**src/rtl/sdcmd_pkg.sv**
```systemverilog
package sdcmd_pkg;
  typedef enum logic [1:0] {
    ST_IDLE = 2'd0,
    ST_SEND = 2'd1,
    ST_WAIT = 2'd2,
    ST_RECV = 2'd3
  } sdcmd_state_e;

  localparam int            CRC_W     = 7;
  localparam logic [6:0]    CRC_POLY  = 7'h09;  // x^7 + x^3 + 1 (x^7 implicit)
  localparam int            LONG_SKIP = 7;      // header bits excluded in long mode
endpackage

```
**src/rtl/sdcmd_crc7_step.sv**
```systemverilog
module sdcmd_crc7_step
  import sdcmd_pkg::*;
(
  input  logic [CRC_W-1:0] crc_i,
  input  logic             bit_i,
  output logic [CRC_W-1:0] crc_o
);
  logic fb;
  assign fb    = crc_i[CRC_W-1] ^ bit_i;
  assign crc_o = {crc_i[CRC_W-2:0], 1'b0} ^ (fb ? CRC_POLY : '0);
endmodule

```
**src/rtl/sdcmd_resp_store.sv**
```systemverilog
module sdcmd_resp_store #(
  parameter int RESP_W = 136,
  parameter int WORD_W = 32,
  parameter int SKIP   = 7,
  parameter int SEL_W  = 2
) (
  input  logic              clk,
  input  logic              rst,
  input  logic              clr,
  input  logic              shift_en,
  input  logic              bit_i,
  input  logic [SEL_W-1:0]  sel,
  output logic [WORD_W-1:0] word_o
);
  localparam int NWORDS = 1 << SEL_W;

  logic [RESP_W-1:0] sr;
  logic [WORD_W-1:0] words [NWORDS];

  always_ff @(posedge clk) begin
    if (rst || clr)    sr <= '0;
    else if (shift_en) sr <= {sr[RESP_W-2:0], bit_i};
  end

  // Word w skips the trailing CRC bits of the capture.
  for (genvar w = 0; w < NWORDS; w++) begin : g_word
    assign words[w] = sr[w*WORD_W+SKIP +: WORD_W];
  end

  always_ff @(posedge clk) begin
    if (rst) word_o <= '0;
    else     word_o <= words[sel];
  end
endmodule

```
**src/rtl/sdcmd_engine.sv**
```systemverilog
module sdcmd_engine
  import sdcmd_pkg::*;
#(
  parameter int IDX_W        = 6,
  parameter int ARG_W        = 32,
  parameter int RLEN_W       = 8,
  parameter int RESP_W       = 136,
  parameter int WORD_W       = 32,
  parameter int RD_SEL_W     = 2,
  parameter int TIMEOUT_CLKS = 64
) (
  input  logic                clk,
  input  logic                rst,
  input  logic                clk_en,
  input  logic                start,
  input  logic [IDX_W-1:0]    cmd_index,
  input  logic [ARG_W-1:0]    cmd_arg,
  input  logic [RLEN_W-1:0]   resp_len,
  input  logic                resp_long,
  input  logic                resp_nocrc,
  input  logic                cmd_in,
  output logic                cmd_out,
  output logic                cmd_oe,
  output logic                busy,
  output logic                done,
  output logic                crc_ok,
  output logic                timeout,
  output logic                irq,
  input  logic                irq_clr,
  input  logic [RD_SEL_W-1:0] rd_sel,
  output logic [WORD_W-1:0]   rd_word
);
  localparam int PRE_BITS   = 2 + IDX_W + ARG_W;
  localparam int FRAME_BITS = PRE_BITS + CRC_W + 1;
  localparam int TX_CW      = $clog2(FRAME_BITS);
  localparam int TO_W       = $clog2(TIMEOUT_CLKS);
  localparam logic [TX_CW-1:0]  TX_CRC_AT  = TX_CW'(PRE_BITS);
  localparam logic [TX_CW-1:0]  TX_STOP_AT = TX_CW'(PRE_BITS + CRC_W);
  localparam logic [TO_W-1:0]   TO_LAST    = TO_W'(TIMEOUT_CLKS - 1);
  localparam logic [RLEN_W-1:0] SKIP_LONG  = RLEN_W'(LONG_SKIP);

  sdcmd_state_e       st;
  logic [PRE_BITS-1:0] tx_sr;
  logic [TX_CW-1:0]   tx_cnt;
  logic [CRC_W-1:0]   tx_crc, tx_crc_nx;
  logic [CRC_W-1:0]   rx_crc, rx_crc_nx, rx_crc_final;
  logic [RLEN_W-1:0]  rx_cnt;
  logic [TO_W-1:0]    wait_cnt;
  logic [RLEN_W-1:0]  len_q;
  logic               long_q, nocrc_q;
  logic               accept, rx_in_win;
  logic               fin_now, fin_ok, fin_to;

  assign accept = (st == ST_IDLE) && start;

  sdcmd_crc7_step u_tx_crc (.crc_i(tx_crc), .bit_i(tx_sr[PRE_BITS-1]), .crc_o(tx_crc_nx));
  sdcmd_crc7_step u_rx_crc (.crc_i(rx_crc), .bit_i(cmd_in),            .crc_o(rx_crc_nx));

  sdcmd_resp_store #(
    .RESP_W(RESP_W), .WORD_W(WORD_W), .SKIP(CRC_W), .SEL_W(RD_SEL_W)
  ) u_store (
    .clk(clk), .rst(rst), .clr(accept),
    .shift_en(clk_en && (st == ST_RECV)), .bit_i(cmd_in),
    .sel(rd_sel), .word_o(rd_word)
  );

  // Captured bit k (1-based) = rx_cnt+1 is hashed when it lies in the window.
  assign rx_in_win    = rx_cnt >= (long_q ? SKIP_LONG : '0);
  assign rx_crc_final = rx_in_win ? rx_crc_nx : rx_crc;

  always_comb begin
    fin_now = 1'b0;
    fin_ok  = 1'b0;
    fin_to  = 1'b0;
    if (clk_en) begin
      case (st)
        ST_WAIT: begin
          if (len_q == '0) begin
            fin_now = 1'b1;
            fin_ok  = 1'b1;
          end else if (cmd_in && (wait_cnt == TO_LAST)) begin
            fin_now = 1'b1;
            fin_to  = 1'b1;
          end
        end
        ST_RECV: begin
          if (rx_cnt == len_q) begin
            fin_now = 1'b1;
            fin_ok  = nocrc_q || (rx_crc_final == '0);
          end
        end
        default: ;
      endcase
    end
  end

  always_ff @(posedge clk) begin
    if (rst) begin
      st       <= ST_IDLE;
      tx_sr    <= '0;
      tx_cnt   <= '0;
      tx_crc   <= '0;
      rx_crc   <= '0;
      rx_cnt   <= '0;
      wait_cnt <= '0;
      len_q    <= '0;
      long_q   <= 1'b0;
      nocrc_q  <= 1'b0;
      cmd_out  <= 1'b1;
      cmd_oe   <= 1'b0;
      busy     <= 1'b0;
      done     <= 1'b0;
      crc_ok   <= 1'b0;
      timeout  <= 1'b0;
    end else begin
      done <= 1'b0;
      if (fin_now) begin
        st      <= ST_IDLE;
        busy    <= 1'b0;
        done    <= 1'b1;
        crc_ok  <= fin_ok;
        timeout <= fin_to;
      end
      case (st)
        ST_IDLE: begin
          if (start) begin
            st       <= ST_SEND;
            busy     <= 1'b1;
            tx_sr    <= {2'b01, cmd_index, cmd_arg};
            tx_cnt   <= '0;
            tx_crc   <= '0;
            wait_cnt <= '0;
            len_q    <= resp_len;
            long_q   <= resp_long;
            nocrc_q  <= resp_nocrc;
            crc_ok   <= 1'b0;
            timeout  <= 1'b0;
          end
        end
        ST_SEND: begin
          if (clk_en) begin
            cmd_oe <= 1'b1;
            tx_cnt <= tx_cnt + 1'b1;
            if (tx_cnt < TX_CRC_AT) begin
              cmd_out <= tx_sr[PRE_BITS-1];
              tx_sr   <= {tx_sr[PRE_BITS-2:0], 1'b0};
              tx_crc  <= tx_crc_nx;
            end else if (tx_cnt < TX_STOP_AT) begin
              cmd_out <= tx_crc[CRC_W-1];
              tx_crc  <= {tx_crc[CRC_W-2:0], 1'b0};
            end else begin
              cmd_out <= 1'b1;
              st      <= ST_WAIT;
            end
          end
        end
        ST_WAIT: begin
          if (clk_en) begin
            cmd_oe  <= 1'b0;
            cmd_out <= 1'b1;
            if (!fin_now) begin
              if (!cmd_in) begin
                st     <= ST_RECV;
                rx_cnt <= '0;
                rx_crc <= '0;
              end else begin
                wait_cnt <= wait_cnt + 1'b1;
              end
            end
          end
        end
        ST_RECV: begin
          if (clk_en) begin
            if (rx_in_win) rx_crc <= rx_crc_nx;
            if (!fin_now)  rx_cnt <= rx_cnt + 1'b1;
          end
        end
        default: st <= ST_IDLE;
      endcase
    end
  end

  always_ff @(posedge clk) begin
    if (rst)          irq <= 1'b0;
    else if (fin_now) irq <= 1'b1;
    else if (irq_clr) irq <= 1'b0;
  end
endmodule

```
**config.mk**
```make
export PLATFORM = sky130hd
export DESIGN_NAME = sdcmd_engine
export DESIGN_NICKNAME = d
export VERILOG_FILES = /design/src/rtl/sdcmd_pkg.sv /design/src/rtl/sdcmd_crc7_step.sv /design/src/rtl/sdcmd_resp_store.sv /design/src/rtl/sdcmd_engine.sv
export SDC_FILE = /design/constraint.sdc
export NUM_CORES = 1
export LEC_CHECK = 0
export ABC_AREA = 1
export BUFFER_PORTS_ARGS = -buffer_cell sky130_fd_sc_hd__buf_2
export CORE_MARGIN = 3
export CORE_UTILIZATION = 51
export DETAILED_ROUTE_END_ITERATION = 7
export PLACE_DENSITY = 0.68
export SYNTH_ARGS = -nofsm -noshare
export SYNTH_HDL_FRONTEND = slang
export SYNTH_SLANG_ARGS = --single-unit
```
**constraint.sdc**
```tcl
create_clock -name clk -period 2.81 [get_ports clk]
set_clock_uncertainty 0.15 [all_clocks]
set_input_delay 0.4215 -clock clk [delete_from_list [all_inputs] [get_ports clk]]
set_output_delay 0.4215 -clock clk [all_outputs]
set_load 0.01 [all_outputs]
```
==> flow_summary.json, run 1 <==
{
  "crit_arrival_ns": 2.61,
  "p_sw_mw": 1.83,
  "fmax_mhz": 433,
  "start_util_pct": 52.2,
  "cp.required_ns": 3.11,
  "clock_sinks": 260,
  "p_int_mw": 6.13,
  "yosysUniqueCellTypes": 33,
  "synth_seq_cells": 260,
  "routed_via_density": 5.31,
  "cp-start-kind": "flip-flop",
  "p_per_area_mw_per_mm2": 653,
  "io_pins": 95,
  "ant_nets": 0,
  "dpl.hpwl_um": 13800,
  "drv_cap": 0,
  "cts_htree_levels": 1,
  "ir_drop_mv": 0.441,
  "drc": 0,
  "drtIter0Drc": 616,
  "switching_share_pct": 23.0,
  "cts_resized": 0,
  "root_buffer": "clkbuf_16",
  "dr_wl_met3_um": 1150,
  "grt_antenna_before_repair": 0,
  "ys.flop_type": "dfxtp_1",
  "muxShareOfSynthArea_pct": 0,
  "vias": 9345,
  "die_area_mm2": 0.0225,
  "setup_viol": 0,
  "synth_nets": 1481,
  "worstPathMaxFanout": 8,
  "routed_wl_um": 23200,
  "synth_compound_area_share_pct": 24.3,
  "cts_tree": "done",
  "avgSynthCellArea_um2": 7.46,
  "slew_headroom_pct": 49.4,
  "status": "complete, no violations",
  "fin_tns_setup_ns": 0,
  "timing.final.crit_share_pct": 82.1,
  "synth_edf_count": 0,
  "synth_xor_area_share_pct": 0.579,
  "yosysSeqAreaShare_pct": 49.2,
  "grt_usage_pct": 20.6,
  "synth_top_family_by_area": "compound AO/OA/AOI/OAI gates",
  "rows": 52,
  "rsz0062_at_grt": "no",
  "synth_area_mm2": 0.0106,
  "first_pass_iters": 5,
  "synthAdderAreaFrac_pct": 0.709,
  "power_frac_clock_pct": 44.4,
  "grt_pass1_vias": 8615,
  "top_layer_used": "met4",
  "hold_viol": 0,
  "worst_slew_pin_slew_ns": 0.755,
  "whs_ns": 0.0168,
  "grt_start_max_net_pins": 111,
  "clk_latency_ns": 0.52,
  "nets": 1531,
  "slew_violations": 0,
  "grt_pass1_wl_um": 40000,
  "path_class": "flip-flop to flip-flop",
  "area_delta_synth_final_pct": 15.2,
  "p_leak_nw": 4.55,
  "pwr-share-seq_pct": 48.2,
  "clkTransAtPathRegs_ns": 0.06,
  "layout-drive-gt1-share_pct": 11.8,
  "cts_buffer_depth": 3,
  "core_mm2": 0.0203,
  "die_x_um": 150,
  "synthCells": 1419,
  "ys_async_sr_fraction_pct": 0,
  "die_h_um": 150,
  "wl_met1_um": 11300,
  "cts_buffers": 28,
  "pwr-share-comb_pct": 7.4,
  "endpoint_kind": "flip-flop",
  "grt_overflow": 0,
  "gp_congestion": 0.851,
  "detail_route.wl_per_cell_um": 13.2,
  "portBuffers": 94,
  "routed-wl-met2_um": 10500,
  "fin_crit_ns": 2.31,
  "diodes": 0,
  "synthSimpleGateAreaFrac_pct": 17.1,
  "synth_warnings": 0,
  "hold_class": "input pin to flip-flop"
}
what timing repair did:
action,CTS,global route
hold endpoints to repair,8,0
setup buffers,0,0
hold buffers,8,0
placed cells by master, fill, tap and decap left out, drive strengths merged, types with 4 or more instances in the layout:
cell / Yosys / routed
nand3: 33 / 33
a211oi: 7 / 7
nand2: 336 / 336
a21oi: 245 / 245
dlygate4sd3: 0 / 8
nand4: 8 / 8
o21ai: 161 / 161
buf: 24 / 112
nor3b: 4 / 4
ha: 6 / 6
nor2: 49 / 49
xor2: 6 / 6
clkbuf: 76 / 44
nor3: 12 / 12
clkinv: 1 / 7
inv: 117 / 116
dfxtp: 260 / 260
a31oi: 38 / 38
o211ai: 32 / 32
cell type report:
class / count / area, um2
Tap cell: 270 / 338
Multi-Input combinational cell: 941 / 4530
Clock buffer: 44 / 842
Timing Repair Buffer: 120 / 776
Fill cell: 1932 / 8110
Inverter: 118 / 444
Sequential cell: 260 / 5200
Clock inverter: 6 / 55.1
power groups by stage:
stage	Sequential, mW	Combinational (mW)	Clock [mW]
final	3.84	0.588	3.54
after global routing	3.85	0.675	3.76
after CTS	3.84	0.593	3.62
after detailed placement	3.91	0.583	0
after global placement	3.91	0.576	0
after floorplan	3.92	0.398	0
path summary, 6_finish.rpt:
kind,from,end,slack [ns],cells after the start
worst max-delay path,rx_cnt[0]$_SDFFE_PP0P_,crc_ok$_SDFF_PP0_,0.50,19
worst min-delay path,cmd_arg[1],tx_sr[1]$_SDFFE_PP0P_,0.02,3
worst max register to register,rx_cnt[0]$_SDFFE_PP0P_,crc_ok$_SDFF_PP0_,0.50,19
worst min register to register,u_store.sr[117]$_SDFFE_PP0P_,u_store.sr[117]$_SDFFE_PP0P_,0.31,2
cell usage after synthesis, types with 2 or more instances:
master | n | area (um2)
a31oi_1 | 38 | 238
nor3_1 | 12 | 60.1
nand3_1 | 33 | 165
xor2_1 | 6 | 52.6
o21ai_0 | 147 | 736
buf_6 | 3 | 33.8
nand2_1 | 332 | 1250
a211oi_1 | 7 | 52.6
nor3b_1 | 4 | 30.0
nor2_1 | 45 | 169
nand2_2 | 3 | 18.8
a21oi_1 | 245 | 1230
clkbuf_1 | 75 | 282
nor2_2 | 2 | 12.5
o21ai_1 | 14 | 70.1
o211ai_1 | 32 | 240
nand4_1 | 7 | 43.8
buf_2 | 15 | 75.1
dfxtp_1 | 260 | 5200
inv_2 | 9 | 33.8
nor2_4 | 2 | 22.5
inv_1 | 108 | 405
buf_1 | 5 | 18.8
ha_1 | 6 | 75.1
metal layers:
metal  vias up  global-route usage, %
met2       194                   32.9
li1       4834                      -
met5         -                      0
met1      4296                   29.6
met4         0                   4.48
met3        21                   3.27
registers in the layout, summed over array words and instances, names as in the netlist, 2 cells and up:
register / cells
u_store.sr: 135
tx_sr: 40
u_store.word_o: 32
len_q: 8
rx_cnt: 8
rx_crc: 7
tx_crc: 7
tx_cnt: 6
wait_cnt: 6
st: 2
stage by stage:
| stage | instances | util [%] | worst slack [ns] | total power [mW] | cell area [um2] |
|---|---|---|---|---|---|
| 5_1_grt | 1759 | 60.1 | 0.240 | 8.28 | 12200 |
| 3_3_place_gp | 1701 | 55.3 | 0.632 | 4.49 | 11200 |
| 2_1_floorplan | 1419 | - | 0.797 | 4.32 | 10600 |
| 3_5_place_dp | 1701 | 55.3 | 0.531 | 4.50 | 11200 |
| 6_report | 1759 | 60.1 | 0.503 | 7.96 | 12200 |
| 4_1_cts | 1759 | 60.1 | 0.506 | 8.05 | 12200 |
critical path: stages (launching register included):
cell      delay, ns
dfxtp_1        0.39
inv_1          0.10
ha_1           0.29
inv_1          0.05
nand2_1        0.04
nand2_1        0.05
nand2_1        0.04
nand2_1        0.17
nand2_1        0.21
nand2_1        0.12
nand2_1        0.08
clkinv_1       0.05
nand2_1        0.04
nor2_1         0.09
nand2_1        0.07
nand2_1        0.05
nand2_1        0.04
nand2_1        0.05
nand2_1        0.04
a21oi_1        0.11
logic make-up after synthesis:
| kind of cell | after synthesis |
|---|---|
| AND/OR/NAND/NOR | 444 |
| buffers and inverters | 218 |
| adder cells (fa/ha/maj) | 6 |
| flip-flops | 260 |
| XOR/XNOR | 7 |
| AO/OA/AOI/OAI | 484 |
No activity file was read; power rests on OpenSTA's default activity.
==> run 2: changes to the inputs <==
- PLACE_DENSITY: 0.68 -> 0.71
- clock period: 2.81 -> 1.9 ns (I/O delays scaled with it)
==> run 2 against run 1 <==
The run now ends with setup timing left. Sequential power increased by 48%. Final area increased by 9.2%. Setup slack got worse by 0.61 ns. Utilization increased by 5.5 points. Largest power group unchanged. Hold slack improved by 0.022 ns. First-iteration DRC count increased by 11%. Critical endpoint unchanged.
==> flow_summary.json, run 2 (synthesized netlist as in run 1, its figures left out) <==
{
  "portBuffers": 94,
  "ant_nets": 0,
  "detail_route.wl_per_cell_um": 13.4,
  "rows": 52,
  "grt_usage_pct": 20.9,
  "r2r_slack_ns": -0.10,
  "p_per_area_mw_per_mm2": 918,
  "die_x_um": 150,
  "diodes": 0,
  "die_h_um": 150,
  "status": "finished with violations",
  "seqCellArea_mm2": 0.00522,
  "setup_viol": 7,
  "rsz0062_at_grt": "yes",
  "hold_class": "input pin to flip-flop",
  "path_class": "flip-flop to flip-flop",
  "layout-drive-gt1-share_pct": 17.4,
  "worstPathCellList": "inv_1, ha_1, inv_1, nand2_1, nand2_1, nand2_2, nand2_4, nand2_8, nand2_4, nand2_2, clkinv_1, nand2_1, nor2_1, nand2_1, nand2_1, nand2_1, nand2_1, nand2_1, a21oi_2",
  "min_path_cells": 4,
  "cp.required_ns": 2.21,
  "cts_htree_levels": 1,
  "first_pass_iters": 5,
  "grt_start_max_net_pins": 89,
  "crit_arrival_ns": 2.31,
  "clk_latency_ns": 0.53,
  "max_stage_delay_ns": 0.33,
  "area_delta_synth_final_pct": 25.8,
  "fmax_mhz": 499,
  "drv_cap": 0,
  "endpoint_kind": "flip-flop",
  "clock_sinks": 260,
  "r2r-start": "rx_cnt[0]$_SDFFE_PP0P_",
  "ir_drop_mv": 0.717,
  "setup_ws_ns": -0.102,
  "setup.worst_path.end": "crc_ok$_SDFF_PP0_",
  "cts_buffer_depth": 3,
  "grt_pass1_vias": 8721,
  "reg2regPathDepth": 19,
  "regMostFlops": "u_store.sr",
  "gp_congestion": 0.880,
  "whs_ns": 0.0388,
  "grt_overflow": 0,
  "timing.critical_path.from": "rx_cnt[0]$_SDFFE_PP0P_",
  "core_mm2": 0.0203,
  "cts_tree": "done",
  "root_buffer": "clkbuf_16",
  "slew_violations": 0,
  "fin_crit_ns": 2.00,
  "hold_viol": 0,
  "rr_endpoint": "crc_ok$_SDFF_PP0_",
  "cp-start-kind": "flip-flop",
  "hp-start": "start",
  "worstPathMaxFanout": 8,
  "drtIter0Drc": 682,
  "die_area_mm2": 0.0225,
  "worst_slew_pin_slew_ns": 0.506,
  "nets": 1612,
  "top_regs": "u_store.sr (135), tx_sr (40), u_store.word_o (32)",
  "drc": 0,
  "dpl.hpwl_um": 14400,
  "crit_path_top_delay_cell": "dfxtp_2",
  "place_area_mm2": 0.0115,
  "multi_input_area_mm2": 0.00475,
  "routed_via_density": 5.26,
  "vias": 9681,
  "layout_common_cells": "nand2_1 (317), dfxtp_1 (250), a21oi_1 (237)",
  "io_pins": 95,
  "timing.final.crit_share_pct": 105,
  "grt_antenna_before_repair": 0,
  "grt_pass1_wl_um": 40500,
  "start_util_pct": 52.2,
  "fin_util_pct": 65.6,
  "design_area_mm2": 0.0133,
  "violations": "setup timing",
  "cts_buffers": 27,
  "slew_headroom_pct": 66.2,
  "routed_wl_um": 24700,
  "cp_common_cell": "nand2_1",
  "fin_tns_setup_ns": -0.216,
  "fill_cells": 1729,
  "largest_register_ffs": 135,
  "clkTransAtPathRegs_ns": 0.06,
  "p_leak_nw": 5.00,
  "layout_commonest_cell": "nand2_1"
}
[run 2: changes by cell type in the layout (fill, tap and decap cells not counted), moves of 7 or more]
cell and change:
nand2_1 -15, a21oi_1 -8, dfxtp_1 -10, clkbuf_1 -7, a21oi_2 +8, dlygate4sd3_1 +44
nand2_2 +8, dfxtp_2 +9, buf_4 +25
[run 2: worst max-delay path: cells and delay by family (launching register included)]
family	cells	cell delay (ns)
flops	1	0.33
fa+ha+maj	1	0.28
simple gates	14	0.89
buf+inv	3	0.16
compound gates	1	0.12
[run 2: report_power, final]
group          switching, mW  total (mW)  leakage [nW]  internal [mW]
registers             0.0741        5.68          2.12           5.60
clock network           2.17        5.51         0.468           3.34
logic                  0.610        1.04          2.42          0.427
[run 2: worst min path at each step]
| stage | end | slack (ns) |
|---|---|---|
| final | tx_cnt[0]$_SDFFE_PP0P_ | 0.04 |
| after global routing | tx_cnt[0]$_SDFFE_PP0P_ | 0.04 |
| after CTS | tx_cnt[0]$_SDFFE_PP0P_ | 0.01 |
| after detailed placement | u_store.sr[2]$_SDFFE_PP0P_ | 0.30 |
| after global placement | u_store.sr[134]$_SDFFE_PP0P_ | 0.30 |
| after floorplan | u_store.sr[134]$_SDFFE_PP0P_ | 0.28 |
[run 2: layout make-up]
class / instances / area share [%]
clock buffer: 34 / 5.65
tap: 270 / 2.54
multi-input combinational: 941 / 35.7
inverter: 118 / 3.39
timing repair buffer: 202 / 12.1
sequential: 260 / 39.2
clock inverter: 16 / 1.42
[run 2: repair_timing]
item	in CTS	in global routing
resized for setup	5	73
endpoints found under the setup margin	6	138
pin swaps	1	20
hold buffers	52	0
hold endpoints to repair	53	0
cloned	0	2
buffers inserted	0	5
[run 2: metrics by stage]
step | setup WS [ns] | power (mW) | std cells
2_1_floorplan | 0.00781 | 6.39 | 1419
6_report | -0.102 | 12.2 | 1841
3_3_place_gp | -0.0210 | 6.67 | 1732
4_1_cts | -0.0688 | 12.3 | 1834
3_5_place_dp | -0.0794 | 6.69 | 1732
5_1_grt | -0.260 | 12.7 | 1841
[run 2: layer usage]
layer  routed length, um  vias to the layer above  global-route usage (%)
met1               11500                     4438                    28.9
li1                    -                     4998                       -
met3                1110                       39                    3.15
met4                 451                        0                    5.12
met2               11600                      206                    34.4
met5                   0                        -                       0
